File: src/rtl/bxl_pkg.sv
package bxl_pkg;

    // PCIe side addresses are always 64 bits: the register layout splits them in two words
    localparam int unsigned PCIE_AW = 64;
    localparam int unsigned CSR_AW  = 12;
    // First outbound base register; window n sits 8*n bytes above it
    localparam logic [CSR_AW-1:0] OB_XLATE_OFS = 12'h208;

    typedef enum logic [1:0] {
        RESP_OKAY   = 2'b00,
        RESP_SLVERR = 2'b10
    } axil_resp_e;

    // Bits that lie inside an aperture of 2**lg bytes
    function automatic logic [63:0] aper_mask64(input logic [7:0] lg);
        return (64'd1 << lg) - 64'd1;
    endfunction

endpackage

File: src/rtl/bxl_ob_decode.sv
module bxl_ob_decode
    import bxl_pkg::*;
#(
    parameter int unsigned                        NUM_OB  = 2,
    parameter int unsigned                        AXI_AW  = 32,
    parameter logic [NUM_OB-1:0][AXI_AW-1:0]      OB_LOW  = '0,
    parameter logic [NUM_OB-1:0][7:0]             OB_APER = '0
) (
    input  logic                              clk,
    input  logic                              rst_n,
    input  logic                              req_valid,
    input  logic [AXI_AW-1:0]                 req_addr,
    input  logic [NUM_OB-1:0][PCIE_AW-1:0]    xlate_base,
    output logic                              out_valid,
    output logic [PCIE_AW-1:0]                out_addr,
    output logic                              decerr
);

    typedef struct packed {
        logic               vld;
        logic               err;
        logic [PCIE_AW-1:0] addr;
    } ob_state_t;

    ob_state_t s_d, s_q;

    logic [NUM_OB-1:0]              win_hit;
    logic [NUM_OB-1:0][PCIE_AW-1:0] win_xl;

    // One comparator and one bit-splice per window
    for (genvar gi = 0; gi < NUM_OB; gi++) begin : g_win
        localparam logic [AXI_AW-1:0]  AMASK = AXI_AW'(aper_mask64(OB_APER[gi]));
        localparam logic [PCIE_AW-1:0] PMASK = aper_mask64(OB_APER[gi]);
        assign win_hit[gi] = ((req_addr ^ OB_LOW[gi]) & ~AMASK) == '0;
        assign win_xl[gi]  = (xlate_base[gi] & ~PMASK) | (PCIE_AW'(req_addr) & PMASK);
    end

    always_comb begin
        s_d = '0;
        if (req_valid) begin
            s_d.err = 1'b1;
            // Walk downward so the lowest-numbered window wins an overlap
            for (int i = NUM_OB - 1; i >= 0; i--) begin
                if (win_hit[i]) begin
                    s_d.vld  = 1'b1;
                    s_d.err  = 1'b0;
                    s_d.addr = win_xl[i];
                end
            end
        end
    end

    always_ff @(posedge clk) begin
        if (!rst_n) s_q <= '0;
        else        s_q <= s_d;
    end

    assign out_valid = s_q.vld;
    assign decerr    = s_q.err;
    assign out_addr  = s_q.addr;

endmodule

File: src/rtl/bxl_ib_xlate.sv
module bxl_ib_xlate
    import bxl_pkg::*;
#(
    parameter int unsigned                     NUM_IB   = 2,
    parameter int unsigned                     IDX_W    = 2,
    parameter int unsigned                     AXI_AW   = 32,
    parameter logic [NUM_IB-1:0][7:0]          IB_APER  = '0,
    parameter logic [NUM_IB-1:0][AXI_AW-1:0]   IB_XLATE = '0
) (
    input  logic                 clk,
    input  logic                 rst_n,
    input  logic                 req_valid,
    input  logic [IDX_W-1:0]     req_bar,
    input  logic [PCIE_AW-1:0]   req_addr,
    output logic                 out_valid,
    output logic [AXI_AW-1:0]    out_addr,
    output logic                 reject
);

    typedef struct packed {
        logic              vld;
        logic              rej;
        logic [AXI_AW-1:0] addr;
    } ib_state_t;

    ib_state_t s_d, s_q;

    logic [NUM_IB-1:0][AXI_AW-1:0] bar_xl;
    logic                          ib_addr_unused;

    // The BAR base is aperture-aligned, so the offset is just the low bits
    assign ib_addr_unused = ^req_addr[PCIE_AW-1:AXI_AW];

    for (genvar gi = 0; gi < NUM_IB; gi++) begin : g_bar
        localparam logic [AXI_AW-1:0] AMASK = AXI_AW'(aper_mask64(IB_APER[gi]));
        assign bar_xl[gi] = (IB_XLATE[gi] & ~AMASK) | (req_addr[AXI_AW-1:0] & AMASK);
    end

    always_comb begin
        s_d = '0;
        if (req_valid) begin
            if (32'(req_bar) < NUM_IB) begin
                s_d.vld = 1'b1;
                for (int i = 0; i < NUM_IB; i++) begin
                    if (32'(req_bar) == i) s_d.addr = bar_xl[i];
                end
            end else begin
                s_d.rej = 1'b1;
            end
        end
    end

    always_ff @(posedge clk) begin
        if (!rst_n) s_q <= '0;
        else        s_q <= s_d;
    end

    assign out_valid = s_q.vld;
    assign reject    = s_q.rej;
    assign out_addr  = s_q.addr;

endmodule

File: src/rtl/bxl_csr.sv
module bxl_csr
    import bxl_pkg::*;
#(
    parameter int unsigned                     NUM_OB       = 2,
    parameter logic [NUM_OB-1:0][7:0]          OB_APER      = '0,
    parameter logic [NUM_OB-1:0][PCIE_AW-1:0]  OB_XLATE_RST = '0
) (
    input  logic                            clk,
    input  logic                            rst_n,
    input  logic [CSR_AW-1:0]               awaddr,
    input  logic                            awvalid,
    output logic                            awready,
    input  logic [31:0]                     wdata,
    input  logic [3:0]                      wstrb,
    input  logic                            wvalid,
    output logic                            wready,
    output logic [1:0]                      bresp,
    output logic                            bvalid,
    input  logic                            bready,
    input  logic [CSR_AW-1:0]               araddr,
    input  logic                            arvalid,
    output logic                            arready,
    output logic [31:0]                     rdata,
    output logic [1:0]                      rresp,
    output logic                            rvalid,
    input  logic                            rready,
    output logic [NUM_OB-1:0][PCIE_AW-1:0]  xlate_base
);

    localparam int unsigned       WIN_W = (NUM_OB > 1) ? $clog2(NUM_OB) : 1;
    localparam logic [CSR_AW-1:0] SPAN  = CSR_AW'(8 * NUM_OB);

    typedef struct packed {
        logic                            bvld;
        logic                            rvld;
        logic [31:0]                     rdat;
        logic                            pend;
        logic [WIN_W-1:0]                pwin;
        logic                            phi;
        logic [31:0]                     pdata;
        logic [NUM_OB-1:0][PCIE_AW-1:0]  base;
    } csr_state_t;

    function automatic csr_state_t reset_state();
        csr_state_t r;
        r = '0;
        for (int i = 0; i < NUM_OB; i++) begin
            r.base[i] = OB_XLATE_RST[i] & ~aper_mask64(OB_APER[i]);
        end
        return r;
    endfunction

    function automatic logic in_map(input logic [CSR_AW-1:0] a);
        logic [CSR_AW-1:0] off;
        off = a - OB_XLATE_OFS;
        return (a >= OB_XLATE_OFS) && (off < SPAN) && (a[1:0] == 2'b00);
    endfunction

    function automatic logic [WIN_W-1:0] win_of(input logic [CSR_AW-1:0] a);
        logic [CSR_AW-1:0] off;
        off = a - OB_XLATE_OFS;
        return WIN_W'(off >> 3);
    endfunction

    function automatic logic hi_of(input logic [CSR_AW-1:0] a);
        logic [CSR_AW-1:0] off;
        off = a - OB_XLATE_OFS;
        return off[2];
    endfunction

    csr_state_t s_d, s_q;

    logic             aw_hs;
    logic [WIN_W-1:0] w_win;
    logic             w_hi;
    logic [31:0]      w_cur;
    logic [31:0]      w_mrg;
    logic [WIN_W-1:0] r_win;
    logic             r_hi;

    assign aw_hs = awvalid && wvalid && !s_q.bvld;
    assign w_win = win_of(awaddr);
    assign w_hi  = hi_of(awaddr);
    assign r_win = win_of(araddr);
    assign r_hi  = hi_of(araddr);

    always_comb begin
        s_d   = s_q;
        w_cur = w_hi ? s_q.base[w_win][63:32] : s_q.base[w_win][31:0];
        w_mrg = w_cur;
        for (int b = 0; b < 4; b++) begin
            if (wstrb[b]) w_mrg[8*b +: 8] = wdata[8*b +: 8];
        end
        if (!w_hi) w_mrg = w_mrg & ~32'(aper_mask64(OB_APER[w_win]));

        // Response accepted: the staged value goes live now
        if (s_q.bvld && bready) begin
            s_d.bvld = 1'b0;
            s_d.pend = 1'b0;
            if (s_q.pend) begin
                if (s_q.phi) s_d.base[s_q.pwin][63:32] = s_q.pdata;
                else         s_d.base[s_q.pwin][31:0]  = s_q.pdata;
            end
        end

        // Address and data are taken together and staged until the response is taken
        if (aw_hs) begin
            s_d.bvld  = 1'b1;
            s_d.pend  = in_map(awaddr);
            s_d.pwin  = w_win;
            s_d.phi   = w_hi;
            s_d.pdata = w_mrg;
        end

        if (s_q.rvld && rready) s_d.rvld = 1'b0;
        if (arvalid && !s_q.rvld) begin
            s_d.rvld = 1'b1;
            if (in_map(araddr)) begin
                s_d.rdat = r_hi ? s_q.base[r_win][63:32] : s_q.base[r_win][31:0];
            end else begin
                s_d.rdat = '0;
            end
        end
    end

    always_ff @(posedge clk) begin
        if (!rst_n) s_q <= reset_state();
        else        s_q <= s_d;
    end

    assign awready    = aw_hs;
    assign wready     = aw_hs;
    assign bvalid     = s_q.bvld;
    assign bresp      = RESP_OKAY;
    assign arready    = !s_q.rvld;
    assign rvalid     = s_q.rvld;
    assign rdata      = s_q.rdat;
    assign rresp      = RESP_OKAY;
    assign xlate_base = s_q.base;

endmodule

File: src/rtl/bar_xlate_unit.sv
module bar_xlate_unit
    import bxl_pkg::*;
#(
    parameter int unsigned                     NUM_OB       = 2,
    parameter int unsigned                     NUM_IB       = 2,
    parameter int unsigned                     AXI_AW       = 32,
    parameter logic [NUM_OB-1:0][AXI_AW-1:0]   OB_LOW       = {32'h4000_0000, 32'h7000_0000},
    parameter logic [NUM_OB-1:0][7:0]          OB_APER      = {8'd20, 8'd28},
    parameter logic [NUM_OB-1:0][63:0]         OB_XLATE_RST = {64'h0000_0002_0000_0000, 64'h0000_0000_8000_0000},
    parameter logic [NUM_IB-1:0][7:0]          IB_APER      = {8'd12, 8'd16},
    parameter logic [NUM_IB-1:0][AXI_AW-1:0]   IB_XLATE     = {32'h0003_0000, 32'h0000_0000},
    localparam int unsigned                    IB_IDX_W     = $clog2(NUM_IB) + 1
) (
    input  logic                  clk,
    input  logic                  rst_n,
    input  logic                  ob_req_valid,
    input  logic [AXI_AW-1:0]     ob_req_addr,
    output logic                  ob_out_valid,
    output logic [63:0]           ob_out_addr,
    output logic                  ob_decerr,
    input  logic                  ib_req_valid,
    input  logic [IB_IDX_W-1:0]   ib_req_bar,
    input  logic [63:0]           ib_req_addr,
    output logic                  ib_out_valid,
    output logic [AXI_AW-1:0]     ib_out_addr,
    output logic                  ib_reject,
    input  logic [11:0]           csr_awaddr,
    input  logic                  csr_awvalid,
    output logic                  csr_awready,
    input  logic [31:0]           csr_wdata,
    input  logic [3:0]            csr_wstrb,
    input  logic                  csr_wvalid,
    output logic                  csr_wready,
    output logic [1:0]            csr_bresp,
    output logic                  csr_bvalid,
    input  logic                  csr_bready,
    input  logic [11:0]           csr_araddr,
    input  logic                  csr_arvalid,
    output logic                  csr_arready,
    output logic [31:0]           csr_rdata,
    output logic [1:0]            csr_rresp,
    output logic                  csr_rvalid,
    input  logic                  csr_rready
);

    logic [NUM_OB-1:0][PCIE_AW-1:0] ob_base;

    bxl_csr #(
        .NUM_OB       (NUM_OB),
        .OB_APER      (OB_APER),
        .OB_XLATE_RST (OB_XLATE_RST)
    ) u_csr (
        .clk        (clk),
        .rst_n      (rst_n),
        .awaddr     (csr_awaddr),
        .awvalid    (csr_awvalid),
        .awready    (csr_awready),
        .wdata      (csr_wdata),
        .wstrb      (csr_wstrb),
        .wvalid     (csr_wvalid),
        .wready     (csr_wready),
        .bresp      (csr_bresp),
        .bvalid     (csr_bvalid),
        .bready     (csr_bready),
        .araddr     (csr_araddr),
        .arvalid    (csr_arvalid),
        .arready    (csr_arready),
        .rdata      (csr_rdata),
        .rresp      (csr_rresp),
        .rvalid     (csr_rvalid),
        .rready     (csr_rready),
        .xlate_base (ob_base)
    );

    bxl_ob_decode #(
        .NUM_OB  (NUM_OB),
        .AXI_AW  (AXI_AW),
        .OB_LOW  (OB_LOW),
        .OB_APER (OB_APER)
    ) u_ob (
        .clk        (clk),
        .rst_n      (rst_n),
        .req_valid  (ob_req_valid),
        .req_addr   (ob_req_addr),
        .xlate_base (ob_base),
        .out_valid  (ob_out_valid),
        .out_addr   (ob_out_addr),
        .decerr     (ob_decerr)
    );

    bxl_ib_xlate #(
        .NUM_IB   (NUM_IB),
        .IDX_W    (IB_IDX_W),
        .AXI_AW   (AXI_AW),
        .IB_APER  (IB_APER),
        .IB_XLATE (IB_XLATE)
    ) u_ib (
        .clk       (clk),
        .rst_n     (rst_n),
        .req_valid (ib_req_valid),
        .req_bar   (ib_req_bar),
        .req_addr  (ib_req_addr),
        .out_valid (ib_out_valid),
        .out_addr  (ib_out_addr),
        .reject    (ib_reject)
    );

endmodule

File: config.mk
export PLATFORM = sky130hd
export DESIGN_NAME = bar_xlate_unit
export DESIGN_NICKNAME = d
export VERILOG_FILES = /design/src/rtl/bxl_pkg.sv /design/src/rtl/bxl_ob_decode.sv /design/src/rtl/bxl_ib_xlate.sv /design/src/rtl/bxl_csr.sv /design/src/rtl/bar_xlate_unit.sv
export SDC_FILE = /design/constraint.sdc
export NUM_CORES = 1
export LEC_CHECK = 0
export BUFFER_PORTS_ARGS = -buffer_cell sky130_fd_sc_hd__buf_2
export CORE_ASPECT_RATIO = 1.4
export CORE_MARGIN = 8
export CORE_UTILIZATION = 60
export CTS_BUF_LIST = sky130_fd_sc_hd__clkbuf_4
export DETAILED_ROUTE_END_ITERATION = 8
export GPL_TIMING_DRIVEN = 0
export PLACE_DENSITY = 0.88
export SLEW_MARGIN = 20
export SYNTH_ARGS = -nofsm -noshare
export SYNTH_HDL_FRONTEND = slang
export SYNTH_HIERARCHICAL = 1
export SYNTH_SLANG_ARGS = --single-unit
File: constraint.sdc
create_clock -name clk -period 5.8 [get_ports clk]
set_input_delay 0.58 -clock clk [delete_from_list [all_inputs] [get_ports clk]]
set_output_delay 0.58 -clock clk [all_outputs]
set_load 0.03 [all_outputs]
---- Yosys cells after proc, flatten, opt, wreduce, memory -nomap -nowiden ----
Cells that the tools add are included.
word-level totals
  bits in registers ....................... 297
  input port bits ......................... 167
  output and inout bits ................... 141
  word-level logic and storage cells ...... 100
operators by class
  add/subtract/negate cells ............... 3
  $lt $le $gt $ge ......................... 9
  equality and inequality tests ........... 1
  shift-type cells ........................ 1
  multiplexer cells ....................... 32
  bitwise gates (word level) .............. 11
  reductions and logical operators ........ 26
operators by type and width
  kind                                                          count
  two-way mux 64 bit                                            5
  bitwise mux 128 bit                                           2
  two-way mux 32 bit                                            5
  two-way mux 66 bit                                            2
  demux 64 bit (select 1 bit)                                   2
  two-way mux 128 bit                                           1
  zero test 32 bit                                              2
  bitwise OR 64 x 20 -> 64 bit                                  1
  bitwise OR 64 x 28 -> 64 bit                                  1
  two-way mux 8 bit                                             5
  two-way mux 35 bit                                            1
  two-way mux 33 bit                                            1
  AND 32 bit                                                    1
  inverter 32 bit                                               1
  << shifter 1 x 8 -> 32 bit (first input constant)             1
  subtractor 32 x 1 -> 32 bit (second input constant)           1
  >= comparator 12 x 10 -> 1 bit (second input constant)        2
  less-than comparator 12 x 5 -> 1 bit (second input constant)  2
  subtractor 12 x 10 -> 12 bit (second input constant)          2
  two-way mux 18 bit                                            1
  two-way mux 16 bit                                            1
  logical AND 1 bit                                             10
  zero test 2 bit                                               3
  less-than comparator 1 x 2 -> 1 bit (second input constant)   3
  14 further kinds                                              27

---- Depth between registers and ports, before layout ----
  word-level depth ........................ 9
  depth in mapped cells ................... 10
  gate-level depth less buffers ........... 6

---- Hierarchy ----
The synthesis kept the hierarchy.
by module, submodules not included
  module         times used  cells an instance  area each (um2)  sequential area each (um2)
  bxl_csr        1           1161               10186.0          3943.8
  bxl_ob_decode  1           202                2522.4           1321.3
  bxl_ib_xlate   1           56                 671.9            380.4

---- Worst setup path before layout ----
OpenSTA, ideal clock, no wires.
  path kind ............................... in2reg
  from .................................... input port csr_araddr[3]
  to ...................................... register u_csr.s_q (netlist bit u_csr/rdata[11])
  setup time .............................. 69 ps
  arrival ................................. 2308 ps
  data required time ...................... 5731 ps
  setup slack ............................. 3424 ps
  stages on the path ...................... 10
  buffers on the path ..................... 4
  cells stage by stage .................... buf_6 > buf_2 > buf_4 > inv_1 > ha_1 > nor4bb_1 > o21ai_0 > a211o_1 > buf_6 > o21ai_1
on the way
  cells in the longest elaborated chain, start to end .. 5
  elaborated cells on any way between the ends .. 9
  classes of those cells .................. add/sub (1); order compare (2); mux (4); reduce/logical (2)
RTL lines
  element                                                                            line                           RTL
  start, declared                                                                    bar_xlate_unit.sv:37           input logic [11:0] csr_araddr,
  subtractor 12 x 10 -> 12 bit                                                       bxl_csr.sv:61                  off = a - OB_XLATE_OFS;
  less-than comparator 12 x 5 -> 1 bit / two-way mux 64 bit (equally long branches)  bxl_csr.sv:56, bxl_csr.sv:119
  logical AND 1 bit / two-way mux 64 bit (equally long branches)                     bxl_csr.sv:56, bxl_csr.sv:119
  logical AND 1 bit / two-way mux 32 bit (equally long branches)                     bxl_csr.sv:56, bxl_csr.sv:119
  two-way mux 32 bit (*)                                                             bxl_csr.sv:118                 if (in_map(araddr)) begin
  end signal, assigned                                                               bxl_csr.sv:127                 if (!rst_n) s_q <= reset_state();
  end, declared                                                                      bxl_csr.sv:71                  csr_state_t s_d, s_q;
Every way passes the cells marked *; elsewhere a longest branch is shown, timed or not. The select of a mux whose other input is x is not followed.
A chain may end at the register's enable or synchronous reset.

---- Worst setup path after layout ----
  from .................................... register u_csr.s_q (netlist bit u_csr/bvalid)
  to ...................................... output port csr_wready
on the way
  cells in the longest elaborated chain, start to end .. 2
RTL lines
  element            line                  RTL
  zero test 1 bit    bxl_csr.sv:81         assign aw_hs = awvalid && wvalid && !s_q.bvld;
  logical AND 1 bit  bxl_csr.sv:81
  end, declared      bar_xlate_unit.sv:33  output logic csr_wready,
Every way passes these cells.

==> metrics <==
Worst Hold Class input port to flop; TritonCTS Buffers 68; initial antenna violation count 5; hold_buf cts 0; routed vias/inst 5.50; maximum vdd drop 0.000155 V; DRC violations left 0; kind of cell with the highest combined delay on the critical path buffers and inverters; Area growth syn-to-layout 18.5%; Post-Syn Instances 1371; Clock Pin Slew Worst Setup and Hold Paths 0.06 ns; Vias 11018; GRT Total Usage 27.2%; Max-cap violations 0; Final nets 1862; Initial Util 60.2%; setup tns final 0 ns; WL final 37300 um; Cell Area, Placed 14600 um^2; Crit path buffers/inverters 4; H-tree levels 3; multi-input logic area 5750 um^2; Min Clock Period, post-route 2.94 ns; clock tree buffer depth 3; Leak 6.83 nW; die boundary height 190 um; final instance area 15400 um^2; clock root cell clkbuf_4; Filler cells 1567; outcome complete, no violations; DRT Pass-1 Iters 5; Post-Syn Area 13000 um^2; CTS tree done; Pwr Density 248 nW/um^2; Final Slew Violations 0; die width 141 um; final hold violation count 0; CP startpoint kind flop; Sink Count 282; worst slew pin tran 0.954 ns; # setup viols final 0; Setup CP Type flop to output pin; Crit path required time 5.22 ns; Post-CTS Setup Bufs 0; hpwl dp 27500 um; Tcrit/Tclk final 50.7%; max frequency 340 MHz; row count 64; utilization after layout 71.4%; CP arrival 2.36 ns; Die ar. 26700 um^2; Routed Antenna Nets 0; Max stage delay on crit path 0.44 ns; critical-path cell list nand3b_1 -> inv_2 -> clkbuf_1 -> buf_4 -> buf_2; warnings from Yosys 6; total gr overflow 0; critical path capture point type output pin; layout cells sized above 1 36.0%; syn avg cell area 9.50 um^2; IO buf count 236; Final Skew 0.0580 ns; CP max-delay cell clkbuf_1; number of global-route vias before repair 11094; pin count of the biggest net entering global routing 12; Rel. slew slack 36.4%; Wirelength per Cell 18.6 um; unrepaired setup endpoints after global routing false; CORE AREA 21600 um^2; initial drt markers 814; Worst Path Max Fanout 11; post-cts sizing count 0; global-route wire length before repair 57500 um; I/O pin count 308; later-pin clock latency in the skew report 0.69 ns; area taken by flip-flops and latches 5650 um^2; GP Congestion 0.917
==> cell type report <==
class	instances	share of cell area (%)
clock buffers	102	4.96
clock inverters	10	0.438
well taps	264	2.14
multi-input cells	839	37.3
repair buffers	236	7.65
plain buffers	227	9.95
diodes	4	0.0649
inverters	39	0.948
flip-flops and latches	282	36.6
==> state kept, by name, summed over array words and instances (netlist names) <==
register	count
u_csr/bvalid	1
u_ob/out_valid	1
u_csr/xlate_base	128
u_ob/decerr	1
u_ib/out_addr	17
u_ob/out_addr	64
u_ib/out_valid	1
u_ib/reject	1
u_csr/rvalid	1
u_csr/s_q	35
u_csr/rdata	32
==> per-stage QoR <==
stage               power [W]  hold slack [ns]  setup WS, ns  instances
finish                0.00384           0.0984          2.86       2003
global route          0.00398           0.0873          2.79       2003
floorplan             0.00217            0.426          3.42       1387
global placement      0.00227            0.433          2.84       1887
CTS                   0.00386           0.0611          2.89       1999
detailed placement    0.00227            0.438          2.79       1887
==> worst paths after layout <==
path	startpoint	endpoint	slack, ns	depth (start not counted)
min	ib_req_addr[14]	u_ib/out_addr[14]$_SDFF_PP0_	0.1	2
max reg2reg	u_csr/rvalid$_SDFFE_PN0P_	u_csr/rdata[9]$_SDFFE_PN0P_	3.93	5
min reg2reg	u_csr/rdata[19]$_SDFFE_PN0P_	u_csr/rdata[19]$_SDFFE_PN0P_	0.44	2
max	u_csr/bvalid$_SDFFE_PN0P_	csr_wready	2.86	5
==> layout by cell type, fill, tap and decap left out, drive strengths merged, types with 2 or more instances in the layout <==
cell	n
buf	417
ha	2
conb	18
nor2	9
a21oi	6
nand3	4
dfxtp	282
or2	2
nand2	323
clkbuf	148
a22oi	20
mux4	44
o211a	2
a21boi	128
clkinv	7
o21ai	67
a211o	2
or3	2
inv	40
or4	2
diode	4
nor3	47
nor2b	21
nand4	2
mux2i	76
nand2b	2
and3	22
and2	27
==> worst register-to-register path, cell delays in order, from the launching register on <==
cell and delay, ns:
dfxtp_1 0.40, inv_1 0.08, a21boi_1 0.60, clkbuf_1 0.53, nand2_1 0.11, o21ai_1 0.09
==> power breakdown <==
group          internal [W]  switching [W]
Clock              0.000840       0.000761
Sequential          0.00195      0.0000118
Combinational      0.000110       0.000164
Total               0.00290       0.000937
==> per-layer routing <==
layer | up-vias | wire length [um] | track usage (%) | share of wire (%)
met5 | - | 0 | 0 | 0
met2 | 640 | 18700 | 48.0 | 50
met1 | 5141 | 13100 | 28.7 | 35
met3 | 109 | 3750 | 7.22 | 10
met4 | 0 | 1680 | 16.3 | 4.5
li1 | 5128 | - | - | -
No activity file was read; power rests on OpenSTA's default activity.
